`src/rtl/wdog_pkg.sv`:
```
package wdog_pkg;
   // escalation stage encoding (status bits [1:0])
   localparam logic [1:0] STG_IDLE = 2'd0;
   localparam logic [1:0] STG_IRQ  = 2'd1;
   localparam logic [1:0] STG_NMI  = 2'd2;
   localparam logic [1:0] STG_RST  = 2'd3;
   // mode encoding (configuration bits [1:0])
   localparam logic [1:0] MODE_OFF  = 2'd0;
   localparam logic [1:0] MODE_IRQ  = 2'd1;
   localparam logic [1:0] MODE_NMI  = 2'd2;
   localparam logic [1:0] MODE_FULL = 2'd3;
endpackage

```
`src/rtl/wdog_prescale.sv`:
```
module wdog_prescale #(
   parameter int PRE_W = 8
) (
   input  logic clk,
   input  logic rst_n,
   input  logic run_i,
   input  logic restart_i,
   output logic tick_o
);
   localparam logic [PRE_W-1:0] PRE_MAX = {PRE_W{1'b1}};

   logic [PRE_W-1:0] pre_q;

   always_ff @(posedge clk or negedge rst_n) begin
      if (!rst_n)
         pre_q <= '0;
      else if (restart_i || !run_i)
         pre_q <= '0;
      else
         pre_q <= pre_q + 1'b1;
   end

   assign tick_o = run_i && !restart_i && (pre_q == PRE_MAX);

   // ticks are separated by the full prescale interval
   p_tick_spaced_r2: assert property (@(posedge clk) disable iff (!rst_n)
      tick_o |=> !tick_o);
endmodule

```
`src/rtl/wdog_decrement.sv`:
```
module wdog_decrement #(
   parameter int LEN_W = 16,
   parameter int LOW_W = 8
) (
   input  logic             clk,
   input  logic             rst_n,
   input  logic             run_i,
   input  logic             restart_i,
   input  logic             tick_i,
   input  logic [LEN_W-1:0] len_i,
   output logic             expire_o
);
   localparam int CNT_W = LEN_W + LOW_W;
   localparam logic [CNT_W-1:0] CNT_ONE = {{(CNT_W-1){1'b0}}, 1'b1};

   logic [CNT_W-1:0] cnt_q;
   logic [CNT_W-1:0] reload;

   // LEN forms the upper bits; zero wraps to the longest count
   assign reload = {len_i, {LOW_W{1'b0}}};

   always_ff @(posedge clk or negedge rst_n) begin
      if (!rst_n)
         cnt_q <= '0;
      else if (restart_i || !run_i)
         cnt_q <= reload;
      else if (tick_i)
         cnt_q <= (cnt_q == CNT_ONE) ? reload : (cnt_q - CNT_ONE);
   end

   assign expire_o = run_i && !restart_i && tick_i && (cnt_q == CNT_ONE);

   // a restart always leaves a freshly loaded counter behind
   p_restart_loads_r6: assert property (@(posedge clk) disable iff (!rst_n)
      restart_i |=> cnt_q == $past(reload));
endmodule

```
`src/rtl/wdog_escalate.sv`:
```
module wdog_escalate
   import wdog_pkg::*;
(
   input  logic       clk,
   input  logic       rst_n,
   input  logic [1:0] mode_i,
   input  logic       restart_i,
   input  logic       expire_i,
   output logic [1:0] stage_o,
   output logic       irq_o,
   output logic       nmi_o,
   output logic       srst_o
);
   logic [1:0] stage_q;
   logic       srst_q;

   always_ff @(posedge clk or negedge rst_n) begin
      if (!rst_n) begin
         stage_q <= STG_IDLE;
         srst_q  <= 1'b0;
      end else begin
         srst_q <= 1'b0;
         if (restart_i || (mode_i == MODE_OFF)) begin
            stage_q <= STG_IDLE;
         end else if (expire_i) begin
            case (stage_q)
               STG_IDLE: stage_q <= STG_IRQ;
               STG_IRQ:  if (mode_i != MODE_IRQ) stage_q <= STG_NMI;
               STG_NMI:  if (mode_i == MODE_FULL) begin
                            stage_q <= STG_RST;
                            srst_q  <= 1'b1;
                         end
               default:  stage_q <= STG_RST;
            endcase
         end
      end
   end

   assign stage_o = stage_q;
   assign irq_o   = (stage_q != STG_IDLE);
   assign nmi_o   = stage_q[1];
   assign srst_o  = srst_q;

   // the soft-reset request is a single-cycle pulse
   p_srst_single_r4: assert property (@(posedge clk) disable iff (!rst_n)
      srst_o |=> !srst_o);
   // reset request only in full mode
   p_srst_full_r5: assert property (@(posedge clk) disable iff (!rst_n)
      srst_o |-> mode_i == MODE_FULL);
   // NMI stage only entered when the mode allows it
   p_nmi_mode_r5: assert property (@(posedge clk) disable iff (!rst_n)
      $rose(nmi_o) |-> mode_i[1]);
   // without a restart the stage only steps forward by one on an expiry
   p_stage_step_r2: assert property (@(posedge clk) disable iff (!rst_n)
      (stage_q != $past(stage_q)) && !$past(restart_i) && (mode_i != MODE_OFF)
      |-> (stage_q == $past(stage_q) + 2'd1) && $past(expire_i));
endmodule

```
`src/rtl/wdog_core.sv`:
```
module wdog_core
   import wdog_pkg::*;
#(
   parameter int LEN_W = 16,
   parameter int LOW_W = 8,
   parameter int PRE_W = 8
) (
   input  logic             clk,
   input  logic             rst_n,
   input  logic             cfg_we_i,
   input  logic [LEN_W-1:0] cfg_len_i,
   input  logic [1:0]       cfg_mode_i,
   input  logic             poke_i,
   output logic             irq_o,
   output logic             nmi_o,
   output logic             srst_o,
   output logic [LEN_W+3:0] status_o
);
   logic [LEN_W-1:0] len_q;
   logic [1:0]       mode_q;
   logic [LEN_W-1:0] len_next;
   logic             restart;
   logic             run;
   logic             tick;
   logic             expire;
   logic [1:0]       stage;

   always_ff @(posedge clk or negedge rst_n) begin
      if (!rst_n) begin
         len_q  <= '0;
         mode_q <= MODE_OFF;
      end else if (cfg_we_i) begin
         len_q  <= cfg_len_i;
         mode_q <= cfg_mode_i;
      end
   end

   assign restart  = cfg_we_i || poke_i;
   assign run      = (mode_q != MODE_OFF);
   assign len_next = cfg_we_i ? cfg_len_i : len_q;

   wdog_prescale #(.PRE_W(PRE_W)) u_pre (
      .clk(clk), .rst_n(rst_n), .run_i(run), .restart_i(restart), .tick_o(tick));

   wdog_decrement #(.LEN_W(LEN_W), .LOW_W(LOW_W)) u_dec (
      .clk(clk), .rst_n(rst_n), .run_i(run), .restart_i(restart),
      .tick_i(tick), .len_i(len_next), .expire_o(expire));

   wdog_escalate u_esc (
      .clk(clk), .rst_n(rst_n), .mode_i(mode_q), .restart_i(restart),
      .expire_i(expire), .stage_o(stage), .irq_o(irq_o), .nmi_o(nmi_o),
      .srst_o(srst_o));

   assign status_o = {len_q, mode_q, stage};

   // any poke or write returns the core to idle on the next cycle
   p_restart_idle_r6: assert property (@(posedge clk) disable iff (!rst_n)
      restart |=> !irq_o && !nmi_o && (status_o[1:0] == STG_IDLE));
   // a disabled core is silent
   p_off_quiet_r7: assert property (@(posedge clk) disable iff (!rst_n)
      (mode_q == MODE_OFF) |-> !irq_o && !nmi_o && !srst_o);
   // write wins over a simultaneous poke
   p_write_wins_r11: assert property (@(posedge clk) disable iff (!rst_n)
      cfg_we_i && poke_i |=> status_o[3:2] == $past(cfg_mode_i));
endmodule

```
`src/rtl/wdog_array.sv`:
```
module wdog_array #(
   parameter int N_CORES = 4,
   parameter int LEN_W   = 16,
   parameter int LOW_W   = 8,
   parameter int PRE_W   = 8,
   localparam int CFG_W  = LEN_W + 2,
   localparam int ST_W   = LEN_W + 4
) (
   input  logic                    clk,
   input  logic                    rst_n,
   input  logic [N_CORES-1:0]      cfg_we_i,
   input  logic [CFG_W-1:0]        cfg_wdata_i,
   input  logic [N_CORES-1:0]      poke_i,
   output logic [N_CORES-1:0]      irq_o,
   output logic [N_CORES-1:0]      nmi_o,
   output logic [N_CORES-1:0]      srst_req_o,
   output logic [N_CORES*ST_W-1:0] status_o
);
   if (N_CORES < 1) begin : g_bad_cores
      $error("wdog_array: N_CORES must be at least 1");
   end
   if (LEN_W < 1) begin : g_bad_len
      $error("wdog_array: LEN_W must be at least 1");
   end
   if (LOW_W < 1) begin : g_bad_low
      $error("wdog_array: LOW_W must be at least 1");
   end
   if (PRE_W < 1) begin : g_bad_pre
      $error("wdog_array: PRE_W must be at least 1");
   end

   logic [1:0]       w_mode;
   logic [LEN_W-1:0] w_len;

   assign w_mode = cfg_wdata_i[1:0];
   assign w_len  = cfg_wdata_i[CFG_W-1:2];

   for (genvar i = 0; i < N_CORES; i++) begin : g_core
      wdog_core #(.LEN_W(LEN_W), .LOW_W(LOW_W), .PRE_W(PRE_W)) u_core (
         .clk(clk), .rst_n(rst_n),
         .cfg_we_i(cfg_we_i[i]), .cfg_len_i(w_len), .cfg_mode_i(w_mode),
         .poke_i(poke_i[i]),
         .irq_o(irq_o[i]), .nmi_o(nmi_o[i]), .srst_o(srst_req_o[i]),
         .status_o(status_o[i*ST_W +: ST_W]));
   end
endmodule

```
`config.mk`:
```
export PLATFORM = sky130hd
export DESIGN_NAME = wdog_array
export DESIGN_NICKNAME = d
export VERILOG_FILES = /design/src/rtl/wdog_pkg.sv /design/src/rtl/wdog_prescale.sv /design/src/rtl/wdog_decrement.sv /design/src/rtl/wdog_escalate.sv /design/src/rtl/wdog_core.sv /design/src/rtl/wdog_array.sv
export SDC_FILE = /design/constraint.sdc
export NUM_CORES = 1
export LEC_CHECK = 0
export ABC_AREA = 1
export BUFFER_PORTS_ARGS = -buffer_cell sky130_fd_sc_hd__buf_2
export CORE_UTILIZATION = 45
export DETAILED_ROUTE_END_ITERATION = 8
export HOLD_SLACK_MARGIN = 0.06
export PLACE_DENSITY_LB_ADDON = 0.3
export REMOVE_ABC_BUFFERS = 1
export SLEW_MARGIN = 30
export SYNTH_ARGS = -nofsm -noshare
export SYNTH_HDL_FRONTEND = slang
export SYNTH_SLANG_ARGS = --single-unit
export TNS_END_PERCENT = 1
```
`constraint.sdc`:
```
create_clock -name clk -period 4 [get_ports clk]
set_input_delay 0.2 -clock clk [delete_from_list [all_inputs] [get_ports clk]]
set_output_delay 0.2 -clock clk [all_outputs]
set_load 0.02 [all_outputs]
```
==> flow_summary.ini, run 1 <==
[cts]
clk_transition_reported_paths_ps = 60
clock_path_buffers = 3
cts-root-buf = clkbuf_16
clk_latency_ps = 520
htree_levels = 1
cts.sinks = 212
cts_tree = built
numCtsBuffers = 24

[grt]
grt_max_degree = 84
grt-ovfl-total = 0
grt_pass1_wl_um = 53300
grt_pass1_vias = 10400
grt_use_total_pct = 25.0
antenna_found_initial = 0

[timing]
hold_viol_final = 0
timing.setup.tns_ps = 0
finalSetupViolations = 0
relSlewSlack_pct = 51.1
fmax_ghz = 0.441
fin_crit_ps = 2270
slew_viol_final = 0
rsz0062_at_grt = no
worst_pin_slew_ps = 732
finalCritPeriodShare_pct = 56.7
clock_skew_ps = 16.5

[logic_synthesis]
synth_area_per_cell_sq_um = 7.21
yosys_warnings = 0
seq_area_frac_synth_pct = 44.8
syn_area_sq_mm = 0.0119
syn-instance-count = 1643
ys_types = 41
yosys_register_bits = 212

[final_layout]
layout_common_cells = nand2_1 (465), nor2_1 (229), dfrtp_1 (212), inv_1 (179), nand3_1 (159)
fin_nets = 1780
drive_above_1_share_pct = 12.0
layout_commonest_cell = nand2_1
design_area_sq_mm = 0.0135
diodes = 0
area_delta_synth_final_pct = 13.5

[routing]
vias = 10900
drc_errors = 0
ant_nets = 0
drt_iter0_drc = 1032
wl_per_cell_um = 15.6
via_per_inst = 5.21
drt-total-wl_um = 32700
dr.pass1.iters = 7

[power_and_ir_drop]
peakVddDrop_v = 0.000379
leakagePower_nw = 6.68
power-per-cell-area_mw_per_mm2 = 469

[outcome]
status = finished clean

[setup_path]
r2r_setup_slack_ps = 1730
crit_arrival_ps = 2670
crit_path_start_kind = flop
cp.required_ps = 4400
cp_max_fo = 24
path_class = flop to flop
end_kind = flop

[placed_design]
dpl_cell_area_sq_mm = 0.0125
io_buffers = 119
place_congestion = 0.958
hpwlAfterDp_um = 23400

[floorplan]
rows = 59
die_area_sq_mm = 0.0270
die_h_um = 164
coreArea_sq_mm = 0.0260
initial_core_util_pct = 45.6
pin_count = 120
fp.dieW_um = 164

[job]
maxCapViolations = 0

[hold_path]
min-delay-path-class = primary input to flop
==> power breakdown <==
group	internal, W	leakage (nW)	switching [W]
Combinational	0.000407	3.66	0.000942
Sequential	0.00237	2.61	0.000241
Clock	0.00145	0.411	0.000901
Total	0.00423	6.68	0.00208
==> metal layers <==
layer	vias to the layer above	GRT usage [%]	part of all wire, %
met2	265	39.9	46
met3	51	3.13	5.3
met1	5147	34.9	46
li1	5429	-	-
met4	0	8.50	3.0
met5	-	0	0
==> metrics by stage <==
step | cells | worst slack, ps | total power, W | hold slack (ps) | util [%]
after floorplan | 1585 | 1810 | 0.00351 | -95.6 | -
after global placement | 2041 | 1730 | 0.00394 | 405 | 48.2
after detailed placement | 2042 | 1630 | 0.00398 | 143 | 48.3
after CTS | 2092 | 1700 | 0.00634 | 138 | 51.8
after global routing | 2092 | 1460 | 0.00666 | 180 | 51.8
final | 2092 | 1730 | 0.00631 | 142 | 51.8
==> Yosys cell counts, drive strengths merged <==
cell	n	share of area, %
a21boi	1	0.063
a21oi	69	3.0
a31oi	2	0.11
and3	3	0.16
buf	46	2.9
clkbuf	12	0.38
clkinv	1	0.074
dfrtp	212	45
ha	12	1.3
inv	190	6.1
nand2	478	16
nand3	163	7.1
nand3b	7	0.44
nand4	27	1.4
nor2	240	8.0
nor3	26	1.3
nor3b	1	0.063
nor4	3	0.16
o211ai	3	0.19
o21a	1	0.063
o21ai	120	5.1
o22ai	2	0.11
o31ai	1	0.063
or2	5	0.26
xnor2	3	0.22
xor2	15	1.1
==> layout make-up <==
type | count | area (sq um)
clock buffers | 32 | 682
inverters | 191 | 727
well taps | 335 | 419
flip-flops and latches | 212 | 5310
repair buffers | 129 | 731
multi-input cells | 1182 | 5430
clock inverters | 11 | 160
fillers | 2538 | 12500
==> state kept, by name, summed over array words and instances (netlist names) <==
name	count
g_core.u_core.u_esc.srst_o	4
g_core.u_core.u_pre.pre_q	32
g_core.u_core.len_q	64
g_core.u_core.u_esc.stage_o	8
g_core.u_core.u_dec.cnt_q	96
g_core.u_core.mode_q	8
==> worst max-delay path, cell delays in order (launching register included) <==
cell and delay [ps]:
dfrtp_1 450, nor2_1 110, nor3_4 420, nand2_1 90, buf_4 230, inv_1 570
nor2_1 90, nand3_1 110, nand3_1 70
==> final timing paths <==
| kind | end | from | depth (start not counted) |
|---|---|---|---|
| max | g_core[2].u_core.u_dec.cnt_q[10] | g_core[2].u_core.mode_q[1] | 8 |
| min | g_core[1].u_core.mode_q[1] | cfg_wdata_i[1] | 3 |
| max reg2reg | g_core[2].u_core.u_dec.cnt_q[10] | g_core[2].u_core.mode_q[1] | 8 |
| min reg2reg | g_core[3].u_core.u_pre.pre_q[7] | g_core[3].u_core.u_pre.pre_q[7] | 1 |
| max in group asynchronous | g_core[0].u_core.u_pre.pre_q[3] | rst_n | 3 |
| min in group asynchronous | g_core[1].u_core.u_dec.cnt_q[16] | rst_n | 2 |
==> repair_timing <==
action | in CTS | in global routing
hold buffers | 7 | 0
setup buffers | 0 | 0
resized for setup | 0 | 0
endpoints found under the hold margin | 107 | 0
==> logic make-up (layout without fill, tap and decap cells) <==
kind of cell             after synthesis  in the layout  synth area share (%)
AO/OA/AOI/OAI                        199            199                  8.70
AND/OR/NAND/NOR                      953            953                  34.5
flip-flops                           212            212                  44.8
XOR/XNOR                              18             18                  1.33
buffers and inverters                249            363                  9.44
adder cells (fa/ha/maj)               12             12                  1.27
(Power assumes the default switching activity.)
==> inputs of run 2 (changes only) <==
==> constraint.sdc (replaced) <==
create_clock -name clk -period 1.9 [get_ports clk]
set_input_delay 0.095 -clock clk [delete_from_list [all_inputs] [get_ports clk]]
set_output_delay 0.095 -clock clk [all_outputs]
set_load 0.02 [all_outputs]
==> run 2 against run 1 <==
Against the previous run:
- hold slack got worse by 69 ps
- routed wire length increased by 3.5%
- sequential cell count unchanged
- first-iteration DRC count decreased by 19%
- register-to-register slack got worse by 1700 ps
- core utilization increased by 2.0 points
- combinational power increased by 130%
- sequential power increased by 110%
- highest routed layer unchanged
==> flow_summary.ini, run 2 (synthesis gave the netlist of run 1 again) <==
[timing]
rsz0062_at_grt = yes
hold_viol_final = 0
finalCritPeriodShare_pct = 97.3
fin_crit_ps = 1850
timing.setup.tns_ps = 0
finalSetupViolations = 0
fmax_ghz = 0.541
clock_skew_ps = 18.2
relSlewSlack_pct = 63.0
worst_pin_slew_ps = 554
slew_viol_final = 0

[cts]
cts.sinks = 212
cts_tree = built
cts-root-buf = clkbuf_16
clock_path_buffers = 3
clk_transition_reported_paths_ps = 60
htree_levels = 1
numCtsBuffers = 25
clk_latency_ps = 530

[final_layout]
reg.largest.list = g_core.u_core.u_dec.cnt_q x96, g_core.u_core.len_q x64, g_core.u_core.u_pre.pre_q x32
area_delta_synth_final_pct = 17.9
layout_commonest_cell = nand2_1
regMostFlops = g_core.u_core.u_dec.cnt_q
seq_area_sq_mm = 0.00531
largest_reg_flops = 96
layout_common_cells = nand2_1 (465), nor2_1 (225), dfrtp_1 (212), inv_1 (179), nand3_1 (158)
drive_above_1_share_pct = 14.5
fillCellCount = 2584
multi_input_area_sq_mm = 0.00549
diodes = 0
fin_nets = 1840
design_area_sq_mm = 0.0140

[routing]
vias = 11200
ant_nets = 0
wl_met3_um = 2280
drt-total-wl_um = 33800
drt_iter0_drc = 838
wl_per_cell_um = 15.7
via_per_inst = 5.20
top_layer = met4
drc_errors = 0
wl_met1_um = 15200
dr.pass1.iters = 9
met2WireLength_um = 15000

[setup_path]
r2r-start = g_core[3].u_core.u_dec.cnt_q[6]
cp_max_fo = 4
path_class = flop to flop
end_kind = flop
worst_r2r_path_depth = 8
crit_arrival_ps = 2260
r2r_setup_slack_ps = 50
reg2reg_to = g_core[3].u_core.u_dec.cnt_q[19]
cp.required_ps = 2310
crit_path_start_kind = flop

[placed_design]
place_congestion = 0.919
dpl_cell_area_sq_mm = 0.0129
hpwlAfterDp_um = 25200
io_buffers = 119

[hold_path]
hold_depth = 3
hold_path.startpoint = cfg_wdata_i[9]
min-delay-path-class = primary input to flop
whs_endpoint = g_core[1].u_core.len_q[7]

[job]
maxCapViolations = 0

[grt]
grt_use_total_pct = 25.7
grt_pass1_vias = 10600
antenna_found_initial = 0
grt_max_degree = 56
grt-ovfl-total = 0
grt_pass1_wl_um = 54500

[power_and_ir_drop]
power-per-cell-area_mw_per_mm2 = 948
peakVddDrop_v = 0.000674
leakagePower_nw = 6.97

[floorplan]
coreArea_sq_mm = 0.0260
pin_count = 120
rows = 59
die_h_um = 164
fp.dieW_um = 164
initial_core_util_pct = 45.6
die_area_sq_mm = 0.0270

[outcome]
status = finished clean
==> run 2: changes by cell type in the layout (fill, tap and decap cells not counted), moves of 4 or more <==
cell           delta
buf_4            +44
clkbuf_8          +5
buf_12            +5
bufinv_16         -4
dlygate4sd3_1    +10
nor2_1            -4
==> run 2: layout make-up <==
type | count | area share, %
clock inverters | 6 | 0.286
inverters | 191 | 5.20
multi-input cells | 1182 | 39.2
repair buffers | 188 | 8.91
clock buffers | 39 | 5.42
flip-flops and latches | 212 | 37.9
well taps | 335 | 3.00
==> run 2: critical path, cell delays in order (launching register included) <==
cell,delay (ps)
dfrtp_1,420
nor2_1,230
nand2_1,80
nor2_1,410
nand2_1,190
o21ai_0,180
nand3_1,90
nand2_1,80
nand2_1,40
==> run 2: worst max-delay path by stage <==
| stage | from | to | slack, ps | cells past startpoint |
|---|---|---|---|---|
| 4_1_cts | g_core[1].u_core.u_dec.cnt_q[11] | g_core[1].u_core.u_dec.cnt_q[17] | 90 | 9 |
| 6_report | g_core[3].u_core.u_dec.cnt_q[6] | g_core[3].u_core.u_dec.cnt_q[19] | 50 | 8 |
| 3_3_place_gp | g_core[3].u_core.u_dec.cnt_q[6] | g_core[3].u_core.u_dec.cnt_q[19] | 140 | 8 |
| 5_1_grt | g_core[3].u_core.u_dec.cnt_q[6] | g_core[3].u_core.u_dec.cnt_q[19] | -30 | 8 |
| 3_5_place_dp | g_core[1].u_core.u_dec.cnt_q[20] | g_core[1].u_core.u_dec.cnt_q[17] | 100 | 9 |
| 2_1_floorplan | g_core[2].u_core.mode_q[1] | g_core[2].u_core.u_dec.cnt_q[10] | -290 | 7 |
==> run 2: where the power goes <==
group	internal [W]	switching [W]	total [W]
registers	0.00499	0.000506	0.00550
clock network	0.00273	0.00192	0.00465
logic	0.00105	0.00206	0.00311
total	0.00878	0.00448	0.0133
==> run 2: metal layers <==
metal / global-route usage [%] / vias up
met5: 0 / -
met4: 10.2 / 0
met3: 4.55 / 68
met2: 40.4 / 308
met1: 35.2 / 5258
li1: - / 5555
==> run 2: metrics by stage <==
step | std cells | hold WS (ps) | worst slack [ps] | util [%] | power, W
finish | 2153 | 73.1 | 52.2 | 53.8 | 0.0133
floorplan | 1585 | -201 | -293 | - | 0.00739
detailed placement | 2089 | 57.2 | 97.6 | 49.8 | 0.00859
global placement | 2089 | 50.5 | 142 | 49.8 | 0.00854
CTS | 2151 | 64.7 | 86.9 | 53.5 | 0.0133
global route | 2153 | 84.4 | -25.0 | 53.8 | 0.0140
==> run 2: timing repair <==
item,CTS,global route
setup endpoints to repair,0,39
hold buffers,17,0
setup buffers,0,2
resized for setup,0,12
endpoints found under the hold margin,257,0
